==> src/rtl/irq_aggr_pkg.sv <==
package irq_aggr_pkg;

  localparam int NUM_BANKS = 4;
  localparam int DATA_W    = 8;
  localparam int ADDR_W    = 16;

  localparam logic [7:0] OFS_LIVE  = 8'h10;
  localparam logic [7:0] OFS_MODE  = 8'h11;
  localparam logic [7:0] OFS_POLH  = 8'h12;
  localparam logic [7:0] OFS_POLL  = 8'h13;
  localparam logic [7:0] OFS_CLR   = 8'h14;
  localparam logic [7:0] OFS_ENS   = 8'h15;
  localparam logic [7:0] OFS_ENC   = 8'h16;
  localparam logic [7:0] OFS_STICK = 8'h18;

  localparam logic [15:0] SUMMARY_ADDR = 16'h0550;

  function automatic logic [15:0] bank_base(int i);
    case (i)
      0:       return 16'h0900;
      1:       return 16'h2400;
      2:       return 16'hC000;
      default: return 16'hC100;
    endcase
  endfunction

  function automatic int bank_bits(int i);
    return (i == 0) ? 5 : 1;
  endfunction

  function automatic int bank_lsb(int i);
    int s;
    s = 0;
    for (int k = 0; k < i; k++) s += bank_bits(k);
    return s;
  endfunction

  localparam int SRC_TOTAL = bank_lsb(NUM_BANKS);

  function automatic logic offset_mapped(logic [7:0] ofs);
    return (ofs >= OFS_LIVE && ofs <= OFS_ENC) || (ofs == OFS_STICK);
  endfunction

endpackage

==> src/rtl/irq_sync.sv <==
module irq_sync #(
  parameter int W = 1
) (
  input  logic         clk,
  input  logic         rst,
  input  logic [W-1:0] d,
  output logic [W-1:0] q
);
  logic [W-1:0] meta;

  always_ff @(posedge clk) begin
    if (rst) begin
      meta <= '0;
      q    <= '0;
    end else begin
      meta <= d;
      q    <= meta;
    end
  end
endmodule

==> src/rtl/irq_bank.sv <==
module irq_bank
  import irq_aggr_pkg::*;
#(
  parameter int                BITS   = 1,
  parameter int                DATA_W = 8,
  parameter int                ADDR_W = 16,
  parameter logic [ADDR_W-1:0] BASE   = '0
) (
  input  logic              clk,
  input  logic              rst,
  input  logic [BITS-1:0]   raw,
  input  logic [ADDR_W-1:0] addr,
  input  logic              wr,
  input  logic [DATA_W-1:0] wdata,
  output logic              rd_hit,
  output logic [DATA_W-1:0] rd_val,
  output logic [BITS-1:0]   stick_o,
  output logic [BITS-1:0]   en_o,
  output logic              pend
);
  localparam logic [DATA_W-1:0] USE_MASK = {DATA_W{1'b1}} >> (DATA_W - BITS);

  logic              sel;
  logic [7:0]        ofs;
  logic              wr_hit;
  logic [DATA_W-1:0] wv;
  logic [BITS-1:0]   sync_q;
  logic [DATA_W-1:0] lvl, lvl_d;
  logic [DATA_W-1:0] mode_r, polh_r, poll_r, en_r, stick_r;
  logic [DATA_W-1:0] clr_w, ens_w, enc_w;
  logic [DATA_W-1:0] edge_hit, level_hit, evt;

  irq_sync #(.W(BITS)) u_sync (
    .clk (clk),
    .rst (rst),
    .d   (raw),
    .q   (sync_q)
  );

  always_comb begin
    lvl = '0;
    lvl[BITS-1:0] = sync_q;
  end

  assign sel    = (addr[ADDR_W-1:8] == BASE[ADDR_W-1:8]);
  assign ofs    = addr[7:0];
  assign wr_hit = wr && sel;
  assign wv     = wdata & USE_MASK;

  assign clr_w = (wr_hit && ofs == OFS_CLR) ? wv : '0;
  assign ens_w = (wr_hit && ofs == OFS_ENS) ? wv : '0;
  assign enc_w = (wr_hit && ofs == OFS_ENC) ? wv : '0;

  assign edge_hit  = (polh_r & lvl & ~lvl_d) | (poll_r & ~lvl & lvl_d);
  assign level_hit = (polh_r & lvl) | (poll_r & ~lvl);
  assign evt       = ((mode_r & edge_hit) | (~mode_r & level_hit)) & en_r;

  always_ff @(posedge clk) begin
    if (rst) begin
      lvl_d   <= '0;
      mode_r  <= '0;
      polh_r  <= '0;
      poll_r  <= '0;
      en_r    <= '0;
      stick_r <= '0;
    end else begin
      lvl_d <= lvl;
      if (wr_hit && ofs == OFS_MODE) mode_r <= wv;
      if (wr_hit && ofs == OFS_POLH) polh_r <= wv;
      if (wr_hit && ofs == OFS_POLL) poll_r <= wv;
      en_r    <= (en_r | ens_w) & ~enc_w;
      stick_r <= (stick_r & ~clr_w) | evt;
    end
  end

  always_comb begin
    rd_val = '0;
    rd_hit = sel && offset_mapped(ofs);
    case (ofs)
      OFS_LIVE:         rd_val = lvl;
      OFS_MODE:         rd_val = mode_r;
      OFS_POLH:         rd_val = polh_r;
      OFS_POLL:         rd_val = poll_r;
      OFS_ENS, OFS_ENC: rd_val = en_r;
      OFS_STICK:        rd_val = stick_r;
      default:          rd_val = '0;
    endcase
    if (!rd_hit) rd_val = '0;
  end

  assign stick_o = stick_r[BITS-1:0];
  assign en_o    = en_r[BITS-1:0];
  assign pend    = |(stick_r & en_r);
endmodule

==> src/rtl/irq_aggr_top.sv <==
module irq_aggr_top
  import irq_aggr_pkg::*;
#(
  parameter int ADDR_W = irq_aggr_pkg::ADDR_W,
  parameter int DATA_W = irq_aggr_pkg::DATA_W
) (
  input  logic              clk,
  input  logic              rst,
  input  logic [7:0]        src_raw,
  input  logic [ADDR_W-1:0] bus_addr,
  input  logic              bus_wr,
  input  logic [DATA_W-1:0] bus_wdata,
  output logic [DATA_W-1:0] bus_rdata,
  output logic              irq_out
);
  localparam int NSRC = SRC_TOTAL;

  logic [NUM_BANKS-1:0] summary;
  logic [NUM_BANKS-1:0] hit;
  logic [DATA_W-1:0]    val [NUM_BANKS];
  logic [NSRC-1:0]      stick_all;
  logic [NSRC-1:0]      en_all;
  logic [DATA_W-1:0]    rd_next;

  for (genvar i = 0; i < NUM_BANKS; i++) begin : g_bank
    localparam int BITS = bank_bits(i);
    localparam int LSB  = bank_lsb(i);
    irq_bank #(
      .BITS   (BITS),
      .DATA_W (DATA_W),
      .ADDR_W (ADDR_W),
      .BASE   (ADDR_W'(bank_base(i)))
    ) u_bank (
      .clk     (clk),
      .rst     (rst),
      .raw     (src_raw[LSB +: BITS]),
      .addr    (bus_addr),
      .wr      (bus_wr),
      .wdata   (bus_wdata),
      .rd_hit  (hit[i]),
      .rd_val  (val[i]),
      .stick_o (stick_all[LSB +: BITS]),
      .en_o    (en_all[LSB +: BITS]),
      .pend    (summary[i])
    );
  end

  always_comb begin
    rd_next = '0;
    if (bus_addr == ADDR_W'(SUMMARY_ADDR)) rd_next[NUM_BANKS-1:0] = summary;
    for (int i = 0; i < NUM_BANKS; i++) begin
      if (hit[i]) rd_next = rd_next | val[i];
    end
  end

  always_ff @(posedge clk) begin
    if (rst) begin
      bus_rdata <= '0;
      irq_out   <= 1'b0;
    end else begin
      bus_rdata <= rd_next;
      irq_out   <= |summary;
    end
  end
endmodule

==> config.mk <==
export PLATFORM = sky130hd
export DESIGN_NAME = irq_aggr_top
export DESIGN_NICKNAME = d
export VERILOG_FILES = /design/src/rtl/irq_aggr_pkg.sv /design/src/rtl/irq_sync.sv /design/src/rtl/irq_bank.sv /design/src/rtl/irq_aggr_top.sv
export SDC_FILE = /design/constraint.sdc
export NUM_CORES = 1
export LEC_CHECK = 0
export BUFFER_PORTS_ARGS = -buffer_cell sky130_fd_sc_hd__buf_2
export CAP_MARGIN = 15
export CORE_MARGIN = 1.5
export CORE_UTILIZATION = 30
export CTS_CLUSTER_SIZE = 28
export DETAILED_ROUTE_END_ITERATION = 6
export GPL_TIMING_DRIVEN = 0
export PLACE_DENSITY = 0.46
export SETUP_SLACK_MARGIN = 0.4
export SLEW_MARGIN = 20
export SYNTH_ARGS = -nofsm -noshare
export SYNTH_HDL_FRONTEND = slang
export SYNTH_SLANG_ARGS = --single-unit
==> constraint.sdc <==
create_clock -name clk -period 1.7 [get_ports clk]
set_input_delay 0.17 -clock clk [delete_from_list [all_inputs] [get_ports clk]]
set_output_delay 0.17 -clock clk [all_outputs]
set_load 0.02 [all_outputs]
Word-level counts from Yosys, hierarchy flattened
Index checks and enable logic that the tools add are counted.
Widths: inputs -> output; s select.

storage, ports and cells
  register bits = 145
  input port bits = 35

operators by class
  order comparisons = 2
  eq/ne operators = 13
  bitwise operators = 84
  reduce and logical (&&, ||, !) cells = 40
  muxes and demuxes = 25

operators by type and width
  operator              count
  $and 8x8->8           28
  $pmux 8 s6            4
  $or 8x8->8            23
  $not 8->8             12
  $eq 8x5->1 const B    8
  $mux 8                8
  $and 1x8->8           6
  $not 1->8             6
  $logic_and 1x1->1     33
  $reduce_or 32->1      1
  $reduce_or 8->1       4
  $and 5x8->8           2
  $eq 16x11->1 const B  1
  $eq 8x8->1 const B    2
  $not 5->8             2
  $mux 5                3
  $mux 1                9
  $eq 8x4->1 const B    1
  $eq 8x6->1 const B    1
  $ge 8x5->1 const B    1
  $le 8x5->1 const B    1
  $or 4x8->8            1
  $and 5x5->5           1
  $mux 4                1
  other kinds (3)       5

Depth between registers and ports, before layout
Gate-level depths: netlist of run 1.

  word-level depth = 13
  mapped depth = 8

Modules after synthesis
A second synthesis of run 1 with hierarchy kept.

second synthesis, totals
  cell total of the unflattened synthesis = 447
  area total of the unflattened synthesis = 4,170.2 um^2

by module, submodules not included
  module                                   area an instance (um^2)  cells each  instances
  irq_bank at g_bank[0].u_bank             1,692.9                  177         1
  irq_aggr_top                             531.8                    50          1
  irq_bank at g_bank[2].u_bank             519.2                    62          1
  irq_bank at g_bank[1].u_bank             508.0                    62          1
  irq_bank at g_bank[3].u_bank             498.0                    64          1
  irq_sync at g_bank[0].u_bank.u_sync      262.8                    20          1
  irq_sync at g_bank[1].u_bank.u_sync ...  52.6                     4           3

Worst setup path before layout of run 1
Ideal clock, no wire load.

  path type = input -> register
  from = input bus_addr[3]
  to = register bus_rdata[0]
  path buffers = 1
  path slack = 0.279 ns
  cell stages on the path = 7
  library setup time = 0.133 ns
  arrival = 1.288 ns
  cells stage by stage = buf_4 > mux2_4 > a32o_1 > a31oi_1 > o22ai_1 > nor3b_1 > o221ai_1

between the ends
  longest elaborated chain between the ends = 13
  elaborated cells between the ends (all ways) = 34
  those cells by class = order compare: 2; eq/ne: 8; mux: 13; bitwise: 4; reduce/logical: 7

ends and longest elaborated chain
  what                                      line                text
  from (decl)                               irq_aggr_top.sv:10  input logic [ADDR_W-1:0] bus_addr,
  $ge 8x5->1 or $le 8x5->1 (tied branches)  irq_aggr_pkg.sv:41  return (ofs >= OFS_LIVE && ofs <= OFS_ENC) || (ofs == OFS_STICK);
  $logic_and 1x1->1                         irq_aggr_pkg.sv:41
  $logic_or 1x1->1                          irq_aggr_pkg.sv:41
  $logic_and 1x1->1                         irq_bank.sv:78      rd_hit = sel && offset_mapped(ofs);
  $mux 8                                    irq_bank.sv:88      if (!rd_hit) rd_val = '0;
  $or 4x8->8                                irq_aggr_top.sv:52  if (hit[i]) rd_next = rd_next | val[i];
  $mux 8                                    irq_aggr_top.sv:52
  $or 8x8->8                                irq_aggr_top.sv:52
  $mux 8                                    irq_aggr_top.sv:52
  $or 8x8->8                                irq_aggr_top.sv:52
  $mux 8                                    irq_aggr_top.sv:52
  $or 8x8->8                                irq_aggr_top.sv:52
  $mux 8 *                                  irq_aggr_top.sv:52
  to (signal assigned)                      irq_aggr_top.sv:61  bus_rdata <= rd_next;
  to (decl)                                 irq_aggr_top.sv:13  output logic [DATA_W-1:0] bus_rdata,

Every way passes the cells marked *; elsewhere a longest branch is shown, timed or not.
A chain may end at the register's enable or synchronous reset.

Worst setup path in the final report of run 1
  from = register g_bank[2].u_bank.mode_r[0]
  to = register bus_rdata[0]

between the ends
  longest elaborated chain between the ends = 6

ends and longest elaborated chain
  what                    line                text
  from (decl)             irq_bank.sv:29      logic [DATA_W-1:0] mode_r, polh_r, poll_r, en_r, stick_r;
  from (signal assigned)  irq_bank.sv:68      if (wr_hit && ofs == OFS_MODE) mode_r <= wv;
  $pmux 8 s6 *            irq_bank.sv:79      case (ofs)
  $mux 8 *                irq_bank.sv:88
  $or 8x8->8 *            irq_aggr_top.sv:52
  $mux 8 *                irq_aggr_top.sv:52
  $or 8x8->8              irq_aggr_top.sv:52
  $mux 8 *                irq_aggr_top.sv:52

Marks and branches as above.

==> results of run 1 <==
[cell usage after synthesis (all sizes together), types with 2 or more instances]
cell type / n / area (um2)
clkbuf: 9 / 33.78
a21oi: 40 / 200.2
a31oi: 2 / 12.51
dfxtp: 70 / 1401
inv: 3 / 11.26
nor4: 3 / 25.02
and3: 4 / 25.02
nand2b: 9 / 56.30
mux2: 6 / 71.31
a22o: 2 / 17.52
a32o: 4 / 40.04
nor3b: 3 / 38.79
o22ai: 4 / 25.02
o2111ai: 8 / 70.07
nand4: 11 / 83.83
o21ai: 34 / 170.2
a211oi: 5 / 37.54
nor3: 6 / 46.30
nand2: 42 / 162.6
a222oi: 3 / 30.03
mux2i: 10 / 100.1
xnor2: 8 / 70.07
nand3: 12 / 65.06
a32oi: 2 / 17.52
nor2: 18 / 77.58
buf: 12 / 73.81
nor2b: 27 / 171.4
[metrics by stage]
step	utilization (%)	hold WS [ns]	TNS [ns]	cells	setup slack, ns
after floorplan	-	0.2656	0	373	0.3008
after global placement	35.02	0.3761	-4.314	545	-0.2669
after detailed placement	35.02	0.3826	-4.886	545	-0.2900
after CTS	38.32	0.004045	0	573	0.1187
after global routing	39.28	0.01035	0	577	0.04833
final	39.28	0.01244	0	577	0.1064
[registers in the layout, indices dropped and copies added (netlist names)]
name	cells
bus_rdata	5
g_bank.u_bank.en_r	8
g_bank.u_bank.lvl_d	8
g_bank.u_bank.mode_r	8
g_bank.u_bank.polh_r	8
g_bank.u_bank.poll_r	8
g_bank.u_bank.stick_r	8
g_bank.u_bank.u_sync.meta	8
g_bank.u_bank.u_sync.q	8
irq_out	1
[what timing repair did]
item / in CTS / in global routing
endpoints found under the setup margin: 31 / 34
buffers inserted: 12 / 4
gates resized for setup: 19 / 23
pin swaps: 5 / 12
[power by group through the flow]
stage	clock, W	combinational, W	sequential [W]
after floorplan	0	0.000133	0.00171
after global placement	0	0.000246	0.00171
after detailed placement	0	0.000248	0.00171
after CTS	0.00132	0.000268	0.00167
after global routing	0.00142	0.000301	0.00168
final	0.00130	0.000282	0.00167
[layout make-up]
type                            count  area share (%)
Tap cell                          136           4.140
Clock inverter                      4          0.7306
Multi-Input combinational cell    279           45.11
Sequential cell                    70           34.34
Buffer                             21           3.379
Timing Repair Buffer               52           8.250
Inverter                            3          0.2740
Clock buffer                       12           3.775
[logic make-up after synthesis]
logic type	after synthesis	share of synthesized area [%]
simple gates	143	25.59
compound gates	109	20.35
flops	70	42.91
buf+inv	24	3.639
mux	16	5.249
xor+xnor	8	2.146
other cells	1	0.1148
[per-layer routing]
layer  vias up  part of all wire (%)  global-route usage (%)
li1       1479                     -                       -
met3        17                   5.9                   4.358
met2       106                    44                   29.57
met5         -                     0                       0
met4         0                   2.0                   7.519
met1      1507                    48                   26.62
[worst reg2reg max path: cells and delay by family, from the launching register on]
kind,cells,cell delay (ns)
AO/OA/AOI/OAI,4,0.65
flip-flops,1,0.33
multiplexers,1,0.26
AND/OR/NAND/NOR,1,0.23
[final timing paths]
path | start | endpoint | slack [ns] | depth (start not counted)
worst max-delay path | g_bank[2].u_bank.mode_r[0] | bus_rdata[0] | 0.11 | 6
worst min-delay path | src_raw[5] | g_bank[1].u_bank.u_sync.meta | 0.01 | 2
worst max register to register | g_bank[2].u_bank.mode_r[0] | bus_rdata[0] | 0.11 | 6
worst min register to register | g_bank[2].u_bank.u_sync.meta | g_bank[2].u_bank.u_sync.q | 0.44 | 1
==> results.md, run 1 <==
* Status: complete, no violations
* Lkg Pwr at 1.447 nW
* Grt total ovfl at 0
* CORE AREA at 10460 um2
* Register Area at 1411 um2
* Fin crit share at 93.74%
* Layout area overhead at 25.86%
* Sequential fraction of design power at 51.4%
* Clk_skew at 0.01163 ns
* Worst EP arrival at 1.83 ns
* Worst Setup End Kind: flip-flop
* Type of the worst min-delay path: in2reg
* Die Width at 107.3 um
* Cell area after layout at 4110 um2
* Num CTS Buffers at 9
* Synth Area per Inst at 8.802 um2
* Combinational Power Share at 8.7%
* Crit path max fanout at 3
* Number of global-route vias before repair at 2942
* Total GRT Usage at 19.41%
* Fmax at 627.5 MHz
* Pin count of the biggest net entering global routing at 13
* Total power at 0.003257 W
* Commonest cells after routing, fill and taps aside: dfxtp_1 (64), a21oi_1 (39), nand2_1 (39)
* Synthesized cell area at 3266 um2
* RSZ-0062 raised after global routing: yes
* H-tree levels at 3
* Yosys warnings at 0
* HPWL after DPL at 7.310 mm
* Hold violation total from the final report at 0
* CTS root buf: clkbuf_8
* Worst-Skew Late Latency at 0.36 ns
* Clock transition at the registers of the reported paths at 0.08 ns
* Worst stage delay on the critical path at 0.33 ns
* Hold-fix buffers, CTS at 0
* Startpoint Class: flip-flop
* Top FF cell, synth: dfxtp_1
* Syn Inst Count at 371
* Post-synth cell types at 55
* Fraction of layout cells with a size suffix above 1 at 27.21%
* Buffers on Ports at 36
* GPL Wtd Cong at 0.8587
* Cell Int Power at 0.002388 W
* Crit path cell chain: mux2_2 > a32o_1 > a31oi_1 > o22ai_1 > nor3b_2 > o221ai_1
* Maximum vdd drop at 0.2897 mV
* Rel. slew slack at 47.40%
* Filler instances at 1089
* Clock group share of total power at 39.9%
* Die Ht at 107.3 um
* Die Area at 11520 um2
* Initial Utilization at 31.21%
* Worst EP required at 1.93 ns
* Initial antenna violation count at 0
* Antenna Nets Post-Route at 0
* Initial DRC count at 251
* Bufs on Longest Clock Path at 2
* FF+latch count, synth at 70
* Final min period at 1.594 ns
* Most common cell after layout, fill and taps aside: dfxtp_1
* CTS tree: built
* Number of synthesized flops with an enable pin at 0
* Ports at 44
* Synth async-reset ratio at 0%
* Number of cell rows at 37
* Switching power at 0.0008696 W
* Setup violators final at 0
* Post-DP Area at 3664 um2
* Wire length per cell at 18.57 um
* Drt drc at 0
* Pins Over Slew Limit at 0
* P per Cell Area at 792.5 nW/um2
* Multi-input logic area at 1854 um2
* Vias at 3109
* CP max-delay cell: dfxtp_1
* Critical Setup Path Class: reg2reg
* DR vias/cell at 5.388
* Worst Max-Slew Pin Slew at 0.7890 ns
* Switching Fraction at 26.70%
* First-pass GRT wire length at 16.52 mm
* NumNets Final at 471
* Max-cap violation count at 0
* Family with the most delay on the worst path: compound AO/OA/AOI/OAI gates
* Clk sinks at 70
* Seq/Total Area, Yosys at 42.91%
* Routed WL at 10.72 mm
* TritonRoute pass-1 iters at 5
* CP Buf/Inv Count at 0
* Antenna cell count at 0
Note: power is estimated with default switching activity, not from simulation.
==> run 2: changes to the inputs <==
--- a/config.mk
+++ b/config.mk
@@ -13,7 +13,7 @@
 export DETAILED_ROUTE_END_ITERATION = 6
 export GPL_TIMING_DRIVEN = 0
 export PLACE_DENSITY = 0.46
-export SETUP_SLACK_MARGIN = 0.4
+export SETUP_SLACK_MARGIN = 0.05
 export SLEW_MARGIN = 20
 export SYNTH_ARGS = -nofsm -noshare
 export SYNTH_HDL_FRONTEND = slang
==> run 2 against run 1 <==
Sequential cell count did not move. Final cell count shrank 2.1%. Critical path depth unchanged. Critical path type unchanged. Largest power group unchanged.
==> results.md, run 2 (synthesis results as in run 1) <==
* CP Buf/Inv Count at 0 (unchanged)
* Layout area overhead at 18.51%
* Hold violation total from the final report at 0 (unchanged)
* Most common cell after layout, fill and taps aside: dfxtp_1
* Number of cell rows at 37 (unchanged)
* Bufs on Longest Clock Path at 2 (unchanged)
* Total GRT Usage at 19.30% (-0.11 points)
* Routed WL at 10.54 mm (-1.7%)
* Clock transition at the registers of the reported paths at 0.07 ns (about the same)
* Setup_tns at 0 ns (unchanged)
* Total power at 0.003188 W (-2.1%)
* Critical Setup Path Class: reg2reg
* Lkg Pwr at 1.345 nW (-7.1%)
* Family with the most delay on the worst path: compound AO/OA/AOI/OAI gates
* CP max-delay cell: dfxtp_4
* Die Area at 11520 um2 (unchanged)
* Setup slack at placement at -0.4195 ns (-0.1295 ns)
* DR vias/cell at 5.317 (-1.3%)
* Pin count of the biggest net entering global routing at 11 (-2)
* Grt total ovfl at 0 (unchanged)
* Worst EP required at 1.91 ns (-0.02 ns)
* Antenna Nets Post-Route at 0 (unchanged)
* Initial antenna violation count at 0 (unchanged)
* Rel. slew slack at 48.25% (+0.84 points)
* Antenna cell count at 0 (unchanged)
* Final min period at 1.593 ns (-0.0004470 ns)
* Buffers on Ports at 36 (unchanged)
* Clock group share of total power at 39.4% (-0.5 points)
* Filler instances at 1105 (+1.5%)
* Status: complete, no violations
* Max-cap violation count at 0 (unchanged)
* P per Cell Area at 823.7 nW/um2 (+3.9%)
* Commonest cells after routing, fill and taps aside: dfxtp_1 (66), nand2_1 (40), a21oi_1 (40), buf_2 (40), o21ai_0 (33)
* H-tree levels at 3 (unchanged)
* Ports at 44 (unchanged)
* Type of the worst min-delay path: in2reg
* Initial DRC count at 224 (-11%)
* Crit path max fanout at 4 (+1)
* Die Width at 107.3 um (unchanged)
* Number of global-route vias before repair at 2931 (-0.37%)
* Worst-Skew Late Latency at 0.36 ns (about the same)
* Die Ht at 107.3 um (unchanged)
* Initial Utilization at 31.21% (unchanged)
* NumNets Final at 461 (-2.1%)
* Startpoint Class: flip-flop
* Fmax at 627.7 MHz (about the same)
* Final setup margin at 0.1069 ns (+0.0004470 ns)
* Drt drc at 0 (unchanged)
* Vias at 3004 (-3.4%)
* RSZ-0062 raised after global routing: yes
* Combinational Power Share at 8.0% (-0.7 points)
* Worst Max-Slew Pin Slew at 0.7763 ns (-0.01266 ns)
* CTS tree: built
* Sequential fraction of design power at 52.6% (+1.2 points)
* Cell Int Power at 0.002417 W (+1.2%)
* Worst Setup End Kind: flip-flop
* CTS root buf: clkbuf_8
* Num CTS Buffers at 9 (unchanged)
* Setup violators final at 0 (unchanged)
* HPWL after DPL at 7.208 mm (-1.4%)
* Fin crit share at 93.71% (about the same)
* Switching Fraction at 24.17% (-2.5 points)
* Wire length per cell at 18.65 um (+0.44%)
* Pins Over Slew Limit at 0 (unchanged)
* First-pass GRT wire length at 16.39 mm (-0.75%)
* Maximum vdd drop at 0.2676 mV (-7.6%)
* Fraction of layout cells with a size suffix above 1 at 21.68% (-5.5 points)
* Worst stage delay on the critical path at 0.35 ns (+0.02 ns)
* Switching power at 0.0007706 W (-11%)
* Clk sinks at 70 (unchanged)
* Clk_skew at 0.01238 ns (+0.0007484 ns)
* Crit path cell chain: mux2_4 > a32o_1 > a31oi_1 > o22ai_1 > nor3b_2 > o221ai_1
* Worst EP arrival at 1.80 ns (-0.03 ns)
* CORE AREA at 10460 um2 (unchanged)
* TritonRoute pass-1 iters at 5 (unchanged)
* GPL Wtd Cong at 0.8737 (+1.7%)
==> run 2: cell types whose count changed in the layout (fill, tap and decap cells not counted), sizes merged <==
cell and change:
buf -9, bufinv +1, clkbuf -1, clkinv -1
clkinvlp -1, inv -1
==> run 2: metrics by stage <==
step / utilization (%) / hold slack [ns] / cell area (um2) / cells
after floorplan: - / 0.2666 / 3273 / 373
after global placement: 34.63 / 0.3760 / 3623 / 545
after detailed placement: 34.63 / 0.3835 / 3623 / 545
after CTS: 36.37 / 0.009179 / 3805 / 559
after global routing: 36.99 / 0.02428 / 3870 / 565
final: 36.99 / 0.02315 / 3870 / 565
==> run 2: cell type report <==
| cell class | count | area (um2) | area share [%] |
|---|---|---|---|
| Buffer | 21 | 110.1 | 2.845 |
| Clock buffer | 12 | 135.1 | 3.492 |
| Clock inverter | 2 | 35.03 | 0.9053 |
| Inverter | 3 | 11.26 | 0.2910 |
| Multi-Input combinational cell | 279 | 1774 | 45.85 |
| Sequential cell | 70 | 1409 | 36.40 |
| Tap cell | 136 | 170.2 | 4.397 |
| Timing Repair Buffer | 42 | 225.2 | 5.820 |
==> run 2: path summary, 6_finish.rpt <==
path / to / slack, ns / startpoint / depth (start not counted)
max: bus_rdata[0] / 0.11 / g_bank[2].u_bank.u_sync.q / 6
min: g_bank[0].u_bank.u_sync.meta[4] / 0.02 / src_raw[4] / 2
max reg2reg: bus_rdata[0] / 0.11 / g_bank[2].u_bank.u_sync.q / 6
min reg2reg: g_bank[2].u_bank.u_sync.q / 0.44 / g_bank[2].u_bank.u_sync.meta / 1
==> run 2: power by group through the flow <==
stage | Sequential (W) | Clock (W) | Combinational [W]
after global placement | 0.00171 | 0 | 0.000239
after detailed placement | 0.00171 | 0 | 0.000242
after floorplan | 0.00171 | 0 | 0.000129
after global routing | 0.00168 | 0.00136 | 0.000275
final | 0.00168 | 0.00126 | 0.000256
after CTS | 0.00168 | 0.00130 | 0.000244
==> run 2: what timing repair did <==
action | 4_1_cts | 5_1_grt
pin swaps | 0 | 5
resized for setup | 2 | 10
gates cloned | 0 | 0
endpoints found under the setup margin | 19 | 15
hold buffers | 0 | 0
setup buffers | 0 | 6
==> run 2: routing by layer <==
metal	GRT usage, %	wire length, um
met1	26.85	5039
met2	28.80	4616
met3	4.419	683
met4	7.707	199
met5	0	0
==> run 3: changes to the inputs <==
--- a/config.mk
+++ b/config.mk
@@ -7,12 +7,14 @@
 export LEC_CHECK = 0
 export BUFFER_PORTS_ARGS = -buffer_cell sky130_fd_sc_hd__buf_2
 export CAP_MARGIN = 15
+export CELL_PAD_IN_SITES_DETAIL_PLACEMENT = 1
+export CELL_PAD_IN_SITES_GLOBAL_PLACEMENT = 1
 export CORE_MARGIN = 1.5
 export CORE_UTILIZATION = 30
 export CTS_CLUSTER_SIZE = 28
 export DETAILED_ROUTE_END_ITERATION = 6
 export GPL_TIMING_DRIVEN = 0
-export PLACE_DENSITY = 0.46
+export PLACE_DENSITY = 0.57
 export SETUP_SLACK_MARGIN = 0.05
 export SLEW_MARGIN = 20
 export SYNTH_ARGS = -nofsm -noshare
==> run 3 against run 2 <==
Die area did not move. Sequential cell count unchanged. Design area down 0.58%. Clock-buffer cell count is the same.
==> results.md, run 3 (synthesis results as in run 1) <==
* Status: complete, no violations
* Maximum vdd drop at 0.3871 mV (+45%)
* H-tree levels at 3 (unchanged)
* CP Launch Point: g_bank[2].u_bank.poll_r[0]
* Antenna cell count at 0 (unchanged)
* Final min period at 1.648 ns (+0.05488 ns)
* Die Width at 107.3 um (unchanged)
* Most common cell after layout, fill and taps aside: dfxtp_1
* Total GRT Usage at 20.16% (+0.85 points)
* Wire length per cell at 19.66 um (+5.4%)
* Pin count of the biggest net entering global routing at 12 (+1)
* Switching power at 0.0008126 W (+5.5%)
* Lkg Pwr at 1.330 nW (-1.1%)
* Worst EP required at 1.92 ns (about the same)
* Hold violation total from the final report at 0 (unchanged)
* Clk_skew at 0.01077 ns (-0.001614 ns)
* Grt total ovfl at 0 (unchanged)
* Clock group share of total power at 40.6% (+1.2 points)
* Reg2reg setup slack at 0.05 ns (-0.05 ns)
* Layout area overhead at 17.82%
* Routed WL at 11.09 mm (+5.2%)
* Type of the worst min-delay path: in2reg
* Clock transition at the registers of the reported paths at 0.08 ns (about the same)
* Setup crit end: bus_rdata[0]
* Combinational Power Share at 7.7% (-0.3 points)
* Drt drc at 0 (unchanged)
* Initial DRC count at 178 (-21%)
* Crit path max fanout at 3 (-1)
* First-pass GRT wire length at 17.33 mm (+5.7%)
* DR vias/cell at 5.348 (+0.58%)
* Num CTS Buffers at 9 (unchanged)
* Number of global-route vias before repair at 3096 (+5.6%)
* Final Util at 36.77% (-0.22 points)
* Sequential fraction of design power at 51.7% (-0.9 points)
* Buffers on Ports at 36 (unchanged)
* CTS root buf: clkbuf_8
* RSZ-0062 raised after global routing: yes
* Initial antenna violation count at 0 (unchanged)
* Switching Fraction at 25.08% (+0.90 points)
* CORE AREA at 10460 um2 (unchanged)
* Worst-Skew Late Latency at 0.35 ns (about the same)
* Commonest cells after routing, fill and taps aside: dfxtp_1 (70), nand2_1 (40), a21oi_1 (40), buf_2 (40), o21ai_0 (34)
* Worst Max-Slew Pin Slew at 0.7503 ns (-0.02597 ns)
* Setup_tns at 0 ns (unchanged)
* Worst reg2reg endpoint: bus_rdata[0]
* Setup violators final at 0 (unchanged)
* Bufs on Longest Clock Path at 2 (unchanged)
* HPWL after DPL at 7.884 mm (+9.4%)
* Worst Setup End Kind: flip-flop
* Number of cell rows at 37 (unchanged)
* Hold Path Depth at 2 (unchanged)
* WHS at 0.02482 ns (+0.001666 ns)
* TritonRoute pass-1 iters at 4 (-1)
* P per Cell Area at 842.3 nW/um2 (+2.3%)
* NumNets Final at 458 (-0.65%)
* Clk sinks at 70 (unchanged)
* Cell Int Power at 0.002428 W (+0.45%)
* Ports at 44 (unchanged)
* Max-cap violation count at 0 (unchanged)
* Filler instances at 1259 (+14%)
* Fmax at 606.8 MHz (-3.3%)
* Depth of the worst register-to-register path at 6 (unchanged)
* Critical Setup Path Class: reg2reg
* Rel. slew slack at 49.98% (+1.7 points)
* Worst EP arrival at 1.87 ns (+0.07 ns)
* Die Ht at 107.3 um (unchanged)
* Antenna Nets Post-Route at 0 (unchanged)
* Fin crit share at 96.94% (+3.2 points)
* GPL Wtd Cong at 0.7997 (-8.5%)
* Pins Over Slew Limit at 0 (unchanged)
* Die Area at 11520 um2 (unchanged)
* Fraction of layout cells with a size suffix above 1 at 20.56% (-1.1 points)
* Initial Utilization at 31.21% (unchanged)
* CTS tree: built
* Vias at 3016 (+0.40%)
* Startpoint Class: flip-flop
* Reg2reg start: g_bank[2].u_bank.poll_r[0]
-- run 3: layer usage --
metal  share of wire, %  GRT usage, %
met5                  0             0
met3                5.5         3.511
met2                 44         31.67
met4                2.5         7.989
met1                 48         27.43
-- run 3: worst min path at each step --
| stage | start | slack (ns) | endpoint |
|---|---|---|---|
| 6_report | src_raw[0] | 0.02 | g_bank[0].u_bank.u_sync.meta[0] |
| 5_1_grt | src_raw[0] | 0.02 | g_bank[0].u_bank.u_sync.meta[0] |
| 4_1_cts | src_raw[0] | 0.01 | g_bank[0].u_bank.u_sync.meta[0] |
| 3_5_place_dp | src_raw[7] | 0.39 | g_bank[3].u_bank.u_sync.meta |
| 3_3_place_gp | src_raw[4] | 0.38 | g_bank[0].u_bank.u_sync.meta[4] |
| 2_1_floorplan | bus_wdata[1] | 0.27 | g_bank[0].u_bank.en_r[1] |
-- run 3: cell type report --
class / instances / area (um2) / area share, %
Clock buffer: 12 / 135.1 / 3.512
Clock inverter: 4 / 47.55 / 1.236
Multi-Input combinational cell: 279 / 1769 / 45.98
Inverter: 3 / 11.26 / 0.2927
Tap cell: 136 / 170.2 / 4.423
Sequential cell: 70 / 1401 / 36.42
Buffer: 21 / 110.1 / 2.862
Timing Repair Buffer: 39 / 202.7 / 5.268
-- run 3: power by group through the flow --
stage / clock network [W] / logic (W) / registers (W)
after floorplan: 0 / 0.000129 / 0.00171
after global placement: 0 / 0.000243 / 0.00171
after detailed placement: 0 / 0.000246 / 0.00171
after CTS: 0.00135 / 0.000249 / 0.00168
after global routing: 0.00142 / 0.000272 / 0.00168
final: 0.00131 / 0.000250 / 0.00168
-- run 3: through the flow --
step / std cells / cell area [um2] / total power [W] / setup WS, ns
after floorplan: 373 / 3273 / 0.001839 / 0.2787
after global placement: 545 / 3623 / 0.001957 / -0.4199
after detailed placement: 545 / 3623 / 0.001961 / -0.4314
after CTS: 561 / 3820 / 0.003274 / 0.07929
after global routing: 564 / 3847 / 0.003374 / 0.02029
final: 564 / 3847 / 0.003241 / 0.05198
-- run 3: worst max-delay path, stage by stage (launching register included) --
cell and delay, ns:
dfxtp_1 0.33, mux2_2 0.26, a32o_1 0.25, a31oi_1 0.20, o22ai_1 0.12, nor3b_2 0.21
o221ai_1 0.14
-- run 3: repair_timing --
action                     in CTS  in global routing
pin swaps                       0                  2
setup endpoints to repair      15                 13
hold buffers                    0                  0
gates resized for setup         3                  2
buffers inserted                0                  3
cloned                          0                  0
